$ cat src/rtl/bsh_pkg.sv
package bsh_pkg;
   typedef enum logic [2:0] {
      OP_ASR = 3'd0,
      OP_LSL = 3'd1,
      OP_LSR = 3'd2,
      OP_ROR = 3'd3,
      OP_RRX = 3'd4
   } bsh_op_e;
endpackage

$ cat src/rtl/bsh_amount.sv
module bsh_amount #(
   parameter int W     = 32,
   parameter int AMT_W = 8,
   parameter int IMM_W = 6
) (
   input  logic [W-1:0]     reg_amt,
   input  logic [IMM_W-1:0] imm_amt,
   input  logic             use_reg,
   output logic [AMT_W-1:0] amt
);
   generate
      if (AMT_W >= W) begin : g_bad_amt
         $error("bsh_amount: AMT_W must be narrower than W");
      end
      if (IMM_W > AMT_W) begin : g_bad_imm
         $error("bsh_amount: IMM_W must not exceed AMT_W");
      end
   endgenerate

   localparam int PAD_W = AMT_W - IMM_W;

   logic [AMT_W-1:0] imm_wide;

   generate
      if (PAD_W > 0) begin : g_pad
         assign imm_wide = {{PAD_W{1'b0}}, imm_amt};
      end else begin : g_nopad
         assign imm_wide = imm_amt;
      end
   endgenerate

   assign amt = use_reg ? reg_amt[AMT_W-1:0] : imm_wide;

   always_comb begin
      if (use_reg && (reg_amt[W-1:AMT_W] != '0)) begin
         p_low_byte_only_r1: assert (amt == reg_amt[AMT_W-1:0])
            else $error("R1: upper register bits leaked into distance");
      end
      if (!use_reg) begin
         p_imm_extend_r1: assert (amt[IMM_W-1:0] == imm_amt)
            else $error("R1: immediate distance mismatch");
      end
   end
endmodule

$ cat src/rtl/bsh_bitrev.sv
module bsh_bitrev #(
   parameter int W = 32
) (
   input  logic [W-1:0] d,
   output logic [W-1:0] q
);
   generate
      for (genvar i = 0; i < W; i++) begin : g_bit
         assign q[i] = d[W-1-i];
      end
   endgenerate
endmodule

$ cat src/rtl/bsh_rotr.sv
module bsh_rotr #(
   parameter int W = 32,
   localparam int SH_W = $clog2(W)
) (
   input  logic [W-1:0]    d,
   input  logic [SH_W-1:0] sh,
   output logic [W-1:0]    q
);
   generate
      if ((1 << SH_W) != W) begin : g_bad_w
         $error("bsh_rotr: W must be a power of two");
      end
   endgenerate

   logic [W-1:0] stg [0:SH_W];

   assign stg[0] = d;

   generate
      for (genvar k = 0; k < SH_W; k++) begin : g_stage
         localparam int STEP = 1 << k;
         assign stg[k+1] = sh[k] ? {stg[k][STEP-1:0], stg[k][W-1:STEP]}
                                 : stg[k];
      end
   endgenerate

   assign q = stg[SH_W];

   always_comb begin
      p_rot_keeps_ones_r6: assert ($countones(q) == $countones(d))
         else $error("R6: rotator lost or gained bits");
   end
endmodule

$ cat src/rtl/bshift_unit.sv
module bshift_unit
   import bsh_pkg::*;
#(
   parameter int W     = 32,
   parameter int AMT_W = 8,
   parameter int IMM_W = 6
) (
   input  logic [W-1:0]     data_in,
   input  logic [W-1:0]     reg_amt,
   input  logic [IMM_W-1:0] imm_amt,
   input  logic             use_reg,
   input  logic [2:0]       op_sel,
   input  logic             carry_in,
   output logic [W-1:0]     data_out,
   output logic             carry_out
);
   localparam int SH_W = $clog2(W);

   generate
      if (AMT_W <= SH_W) begin : g_bad_amt
         $error("bshift_unit: AMT_W must reach the word width");
      end
   endgenerate

   bsh_op_e          op;
   logic [AMT_W-1:0] amt;
   logic [SH_W-1:0]  sh;
   logic             amt_zero;
   logic             amt_over;
   logic             amt_full;
   logic             sign;
   logic [W-1:0]     rev_in;
   logic [W-1:0]     rot_src;
   logic [W-1:0]     rotated;
   logic [W-1:0]     keep_mask;
   logic [W-1:0]     right_val;
   logic [W-1:0]     left_val;
   logic             edge_cy;

   assign op = bsh_op_e'(op_sel);

   bsh_amount #(.W(W), .AMT_W(AMT_W), .IMM_W(IMM_W)) u_amt (
      .reg_amt (reg_amt),
      .imm_amt (imm_amt),
      .use_reg (use_reg),
      .amt     (amt)
   );

   assign sh       = amt[SH_W-1:0];
   assign amt_zero = (amt == '0);
   assign amt_over = |amt[AMT_W-1:SH_W];
   assign amt_full = amt_over && (amt[AMT_W-1:SH_W] == 1) && (sh == '0);
   assign sign     = data_in[W-1];

   bsh_bitrev #(.W(W)) u_rev_in (
      .d (data_in),
      .q (rev_in)
   );

   assign rot_src = (op == OP_LSL) ? rev_in : data_in;

   bsh_rotr #(.W(W)) u_rot (
      .d  (rot_src),
      .sh (sh),
      .q  (rotated)
   );

   assign keep_mask = {W{1'b1}} >> sh;
   assign right_val = rotated & keep_mask;
   assign edge_cy   = rotated[W-1];

   bsh_bitrev #(.W(W)) u_rev_out (
      .d (right_val),
      .q (left_val)
   );

   always_comb begin
      data_out  = data_in;
      carry_out = carry_in;
      unique case (op)
         OP_ASR: begin
            if (amt_over) begin
               data_out  = {W{sign}};
               carry_out = sign;
            end else if (!amt_zero) begin
               data_out  = right_val | (~keep_mask & {W{sign}});
               carry_out = edge_cy;
            end
         end
         OP_LSL: begin
            if (amt_full) begin
               data_out  = '0;
               carry_out = data_in[0];
            end else if (amt_over) begin
               data_out  = '0;
               carry_out = 1'b0;
            end else if (!amt_zero) begin
               data_out  = left_val;
               carry_out = edge_cy;
            end
         end
         OP_LSR: begin
            if (amt_full) begin
               data_out  = '0;
               carry_out = sign;
            end else if (amt_over) begin
               data_out  = '0;
               carry_out = 1'b0;
            end else if (!amt_zero) begin
               data_out  = right_val;
               carry_out = edge_cy;
            end
         end
         OP_ROR: begin
            if (!amt_zero) begin
               data_out  = rotated;
               carry_out = edge_cy;
            end
         end
         OP_RRX: begin
            data_out  = {carry_in, data_in[W-1:1]};
            carry_out = data_in[0];
         end
         default: begin
            data_out  = data_in;
            carry_out = carry_in;
         end
      endcase
   end

   always_comb begin
      if (amt_zero && (op_sel < 3'd4)) begin
         p_zero_dist_pass_r2: assert ((data_out == data_in) && (carry_out == carry_in))
            else $error("R2: zero distance altered the word or carry");
      end
      if ((op == OP_LSR) && !amt_zero) begin
         p_lsr_top_clear_r4: assert (data_out[W-1] == 1'b0)
            else $error("R4: logical right shift left a top bit set");
      end
      if (op == OP_ASR) begin
         p_asr_keeps_sign_r5: assert (data_out[W-1] == data_in[W-1])
            else $error("R5: arithmetic shift changed the sign bit");
      end
      if (((op == OP_LSL) || (op == OP_LSR)) && amt_over) begin
         p_long_shift_zero_r7: assert (data_out == '0)
            else $error("R7: long logical shift not zero");
      end
      if (op == OP_RRX) begin
         p_rrx_thread_r9: assert ((data_out[W-1] == carry_in) && (carry_out == data_in[0]))
            else $error("R9: carry not threaded through rotation");
      end
   end
endmodule

$ cat config.mk
export PLATFORM = sky130hd
export DESIGN_NAME = bshift_unit
export DESIGN_NICKNAME = d
export VERILOG_FILES = /design/src/rtl/bsh_pkg.sv /design/src/rtl/bsh_amount.sv /design/src/rtl/bsh_bitrev.sv /design/src/rtl/bsh_rotr.sv /design/src/rtl/bshift_unit.sv
export SDC_FILE = /design/constraint.sdc
export NUM_CORES = 1
export LEC_CHECK = 0
export BUFFER_PORTS_ARGS = -buffer_cell sky130_fd_sc_hd__buf_2
export CAP_MARGIN = 20
export CORE_MARGIN = 1.5
export CORE_UTILIZATION = 30
export DETAILED_ROUTE_END_ITERATION = 8
export PLACE_DENSITY = 0.46
export SLEW_MARGIN = 25
export SYNTH_ARGS = -nofsm -noshare
export SYNTH_HDL_FRONTEND = slang
export SYNTH_SLANG_ARGS = --single-unit
$ cat constraint.sdc
create_clock -name vclk -period 8.9
set_clock_uncertainty 0.15 [all_clocks]
set_input_delay 0.445 -clock vclk [all_inputs]
set_output_delay 0.445 -clock vclk [all_outputs]
set_load 0.1 [all_outputs]
==> results of run 1 <==
## per-layer routing
layer,vias to the layer above,track usage [%]
met5,-,0
met3,200,6.364
met4,0,21.68
met1,4193,45.63
li1,3801,-
met2,743,49.71
## placed cells by master (no fill, tap or decap), types with 6 or more instances in the layout
cell | netlist | routed
a2111oi_0 | 12 | 12
o21ai_0 | 60 | 60
o221ai_1 | 6 | 6
mux4_2 | 19 | 19
a31oi_1 | 9 | 9
nor3_1 | 33 | 33
nand2b_1 | 8 | 8
a221oi_1 | 11 | 11
mux2i_1 | 24 | 21
a21o_1 | 6 | 6
nor4_1 | 8 | 8
o22ai_1 | 16 | 16
o32ai_1 | 6 | 6
nor4bb_1 | 14 | 14
buf_2 | 23 | 84
mux2_2 | 14 | 14
a21oi_1 | 112 | 112
or3_1 | 9 | 9
o31ai_1 | 18 | 18
buf_4 | 6 | 18
nor2_1 | 106 | 104
nand2_1 | 128 | 128
inv_1 | 8 | 8
o211ai_1 | 24 | 24
a211oi_1 | 47 | 47
o21ai_1 | 7 | 7
nand3_1 | 18 | 18
o32a_1 | 17 | 17
o2111ai_1 | 6 | 6
## kinds of logic (layout without fill, tap and decap cells)
group / after synthesis / in the layout / synth area share (%)
XOR/XNOR: 1 / 1 / 0.1436
AO/OA/AOI/OAI: 431 / 431 / 49.38
AND/OR/NAND/NOR: 359 / 359 / 27.60
buffers and inverters: 114 / 110 / 8.737
multiplexers: 59 / 59 / 14.13
other: 0 / 2 / 0
## final cells by class
cell class / instances / area share, %
Antenna cell: 2 / 0.07642
Tap cell: 265 / 5.063
Inverter: 8 / 0.4585
Multi-Input combinational cell: 850 / 85.92
Timing Repair Buffer: 102 / 8.483
## worst paths after layout
path,end,slack [ps],cells after the start
setup / recovery,data_out[16],3390,11
hold / removal,carry_out,1310,3
## critical path: stages
cell and delay, ps:
buf_2 90, buf_4 680, inv_1 680, nand2_1 270, a21o_1 300, nand2_1 590, nor2_1 750, nor2_1 110
a22o_1 230, o32a_1 370, buf_2 310
## metrics by stage
stage               worst slack, ps  std cells  hold slack [ps]
global route                   3338       1225             1321
floorplan                      3573        964             1181
global placement               3376       1225             1305
CTS                            3383       1225             1310
detailed placement             3407       1225             1308
finish                         3389       1227             1308
==> results.py, run 1 <==
metrics = {
    "route": {
        "wl_met1_um": 14900,
        "drcViolationCount": 0,
        "wl_met3_um": 4420,
        "drtIter0Drc": 1824,
        "maxUsedRoutingLayer": "met4",
        "wl_um": 37930,
        "viasPerCell": 7.284,
        "routedWlPerCell_um": 30.91,
        "met2_length_um": 15340,
        "firstDrtPassIters": 9,
        "ant_nets": 0,
        "vias": 8937,
    },
    "sta": {
        "grt_setup_unrepaired": "false",
        "finalWorstPathRequiredPeriod_ps": 5511,
        "fmax_ghz": 0.1814,
        "period_share_pct": 61.93,
        "hold_violations": 0,
        "setup_violations": 0,
        "max_slew_margin_pct": 27.20,
        "tightest_slew_ps": 1083,
        "setup_tns_ps": 0,
        "final_max_slew_viol_count": 0,
    },
    "floorplanning": {
        "rows": 51,
        "ioPinCount": 108,
        "die_x_um": 145.6,
        "die_area_um2": 21200,
        "die_height_um": 145.6,
        "start_util_pct": 30.94,
        "core-area_um2": 19720,
    },
    "yosys": {
        "postSynthCellCount": 964,
        "ys_warn_count": 0,
        "synth_cell_types": 81,
        "synth_top_area_cell": "a21oi_1",
        "syn-num-nets": 1039,
        "yosysMostFrequentCell": "nand2_1",
        "seq_area_frac_synth_pct": 0,
        "synth.top_cell.area_share_pct": 9.188,
        "syn-cell-area_um2": 6101,
        "syn_avg_cell_area_um2": 6.329,
        "synth_area_leaders": "a21oi_1 (9.2%), nand2_1 (7.9%), mux4_2 (7.0%), nor2_1 (6.5%), a211oi_1 (5.8%)",
        "ys_top_cells_by_count": "nand2_1 (128), a21oi_1 (112), nor2_1 (106)",
    },
    "setup_path": {
        "crit_type": "in2out",
        "start_kind": "input port",
        "crit_path_max_fanout": 82,
        "end_kind": "output port",
        "crit_path_start": "op_sel[2]",
        "required_ps": 8310,
        "arrival_ps": 4920,
    },
    "worst_hold_path": {
        "min_path_type": "in2out",
        "min-delay-start": "carry_in",
    },
    "cells_and_area": {
        "fill_cells": 2224,
        "fin_area_um2": 6549,
        "drive_gt1_share_pct": 16.98,
        "finish.utilization_pct": 33.21,
        "clkbuf_count": 0,
        "multi_input_area_um2": 5627,
        "seq_cells": 0,
        "seqCellArea_um2": 0,
        "syn_to_final_growth_pct": 7.342,
        "nets": 1037,
    },
    "global_route": {
        "grt_usage_pct": 33.99,
        "grt_pass1_wl_um": 54830,
        "grt_pass1_vias": 7953,
        "grt_max_degree": 83,
        "grt_antenna_before_repair": 1,
        "grt-ovfl-total": 0,
    },
    "placement": {
        "dp_hpwl_um": 27030,
        "finalWeightedCongestion": 1.041,
        "placed_cell_area_um2": 6541,
        "portBuffers": 84,
    },
    "clocking": {
        "cts_setup_buffers": 0,
        "ctsHoldBuffers": 0,
        "post_cts_resized": 0,
    },
    "outcome": {
        "status": "completed",
    },
    "job": {
        "cap_violations": 0,
    },
}
==> run 2: changes to the inputs <==
- ABC_AREA: not set -> 1
- PLACE_DENSITY: 0.46 -> 0.48
- clock period: 8.9 -> 4.7 ns (I/O delays scaled with it)
==> run 2 against run 1 <==
Compared with the run above: critical path depth up 5; sequential share of layout area unchanged; non-clock buffer count up 8; global-route usage down 3.9 points; count of clock-buffer cells in the layout unchanged; via count up 0.37%; final cell count up 22%; synthesized cell count up 29%; worst setup slack worse by 2900 ps; critical path type unchanged.
==> results.py, run 2 <==
metrics = {
    "outcome": {
        "status": "completed",
    },
    "worst_hold_path": {
        "min_path_type": "in2out",
        "min-delay-start": "data_in[13]",
    },
    "cells_and_area": {
        "layout_common_cells": "nand3_1 (460), nand2_1 (419), inv_1 (64), nor2_1 (56), buf_2 (51)",
        "drive_gt1_share_pct": 10.60,
        "final_common_cell": "nand3_1",
        "finish.utilization_pct": 35.83,
        "fin_area_um2": 6658,
        "diodes": 0,
        "syn_to_final_growth_pct": 17.70,
        "nets": 1341,
        "seq_cells": 0,
        "clkbuf_count": 0,
        "post_layout_nonfiller_instances": 1498,
        "seqCellArea_um2": 0,
    },
    "setup_path": {
        "critPathCapture": "data_out[10]",
        "crit_path_start": "use_reg",
        "cp.buffers_inverters": 6,
        "required_ps": 4320,
        "end_kind": "output port",
        "cp_num_cells": 16,
        "slowest_delay_ps": 640,
        "start_kind": "input port",
        "arrival_ps": 3790,
        "crit_type": "in2out",
        "slowest_stage": "clkinv_1",
        "crit_top_cell": "nand2_1",
        "critPathTopFamily": "buffers and inverters",
        "path_cells": "buf_2 > nand2_1 > nand2_1 > buf_4 > clkinv_1 > nor2_1 > inv_1 > o21ai_0 > inv_1 > nand3_1 > nand2_1 > nand2_1 > nand3_1 > nand2_1 > nand4_1 > buf_12",
        "crit_path_max_fanout": 47,
    },
    "global_route": {
        "gr-usage-met3_pct": 6.291,
        "grt_util_met2_pct": 45.26,
        "grt_usage_pct": 30.06,
        "grt_pass1_wl_um": 45820,
        "grt_max_degree": 54,
        "grt_pass1_vias": 7849,
        "met1_usage_pct": 41.75,
        "grt-ovfl-total": 0,
        "grt_antenna_before_repair": 0,
        "grt-busiest-layer": "met2",
    },
    "route": {
        "drcViolationCount": 0,
        "routedWlPerCell_um": 20.51,
        "viasPerCell": 5.988,
        "vias": 8970,
        "wl_um": 30720,
        "drtIter0Drc": 1250,
        "firstDrtPassIters": 5,
        "ant_nets": 0,
    },
    "clocking": {
        "post_cts_resized": 0,
        "cts_setup_buffers": 0,
        "ctsHoldBuffers": 0,
    },
    "job": {
        "cap_violations": 0,
    },
    "placement": {
        "dp_cells": 1498,
        "portBuffers": 84,
        "placed_cell_area_um2": 6658,
        "finalWeightedCongestion": 1.015,
        "dp_hpwl_um": 23840,
    },
    "sta": {
        "tightest_slew_ps": 903.5,
        "hold_violations": 0,
        "fmax_ghz": 0.2396,
        "grt_setup_unrepaired": "false",
        "period_share_pct": 88.79,
        "setup_tns_ps": 0,
        "max_slew_margin_pct": 39.68,
        "setup_violations": 0,
        "finalWorstPathRequiredPeriod_ps": 4173,
        "final_max_slew_viol_count": 0,
    },
    "floorplanning": {
        "start_util_pct": 30.44,
        "die_area_um2": 19690,
        "core-area_um2": 18580,
        "rows": 50,
        "ioPinCount": 108,
        "die_height_um": 140.3,
        "die_x_um": 140.3,
    },
    "yosys": {
        "seq_area_frac_synth_pct": 0,
        "yosysMostFrequentCell": "nand3_1",
        "synth_area_leaders": "nand3_1 (41%), nand2_1 (28%), inv_1 (4.2%), a21oi_1 (3.9%), nor2_1 (3.8%)",
        "synth_top_area_cell": "nand3_1",
        "syn-cell-area_um2": 5657,
        "synth.top_cell.area_share_pct": 40.70,
        "syn-num-nets": 1316,
        "ys_warn_count": 0,
        "syn_avg_cell_area_um2": 4.558,
        "synth_cell_types": 33,
        "postSynthCellCount": 1241,
        "ys_top_cells_by_count": "nand3_1 (460), nand2_1 (419), inv_1 (64)",
    },
    "power_and_ir_drop": {
        "leakage_nw": 3.344,
        "vdd_ir_drop_max_v": 0.0001206,
        "powerDensity_nw_per_um2": 203.9,
        "p_total_mw": 1.358,
    },
}
## run 2: changes by cell type in the layout (fill, tap and decap cells not counted), moves of 19 or more
cell,before,now
mux2i_1,21,1
nand4_1,5,30
buf_2,84,51
a211oi_1,47,0
nor2_1,104,56
nor3_1,33,1
buf_12,0,33
o211ai_1,24,3
o21ai_0,60,26
mux4_2,19,0
inv_1,8,64
nand3_1,18,460
a21oi_1,112,44
nand2_1,128,419
## run 2: cell type report
class / count / area (µm²)
Multi-Input combinational cell: 1081 / 4977
Timing Repair Buffer: 110 / 1111
Inverter: 73 / 276.5
Fill cell: 2188 / 11920
Tap cell: 234 / 292.8
## run 2: through the flow
step / hold slack, ps / setup slack, ps
after floorplan: 760.9 / 1124
after global placement: 775.1 / 662.1
after detailed placement: 765.6 / 641.0
after CTS: 771.7 / 614.0
after global routing: 804.4 / 322.7
final: 769.7 / 526.7
## run 2: worst min-delay path by stage
stage	end	depth (start not counted)	slack, ps
2_1_floorplan	data_out[0]	2	760
3_3_place_gp	data_out[13]	4	780
3_5_place_dp	data_out[13]	4	770
4_1_cts	data_out[13]	4	770
5_1_grt	data_out[16]	4	800
6_report	data_out[13]	4	770
## run 2: cells by family (layout without fill, tap and decap cells)
family,count (synthesis),count (layout),synth area share (%)
AOI/OAI and AO/OA,95,95,9.268
buffers and inverters,160,183,12.54
muxes,1,1,0.1770
and+or+nand+nor,985,985,78.01
## run 2: metal layers
metal	part of all wire (%)	vias to the layer above
met5	0	-
met4	4.8	0
met3	12	87
met2	41	593
met1	42	4027
li1	-	4263
## run 2: tightest hold or removal path, cell delays in order
cell and delay, ps:
buf_2 110, nor2_1 90, a21oi_1 70, buf_12 170
## run 2: report_power, final
group / internal (mW) / switching (mW) / leakage, nW
combinational: 0.390 / 0.967 / 3.34
clock: 0 / 0 / 0
sequential: 0 / 0 / 0
Power figures use the tool's default switching activity.
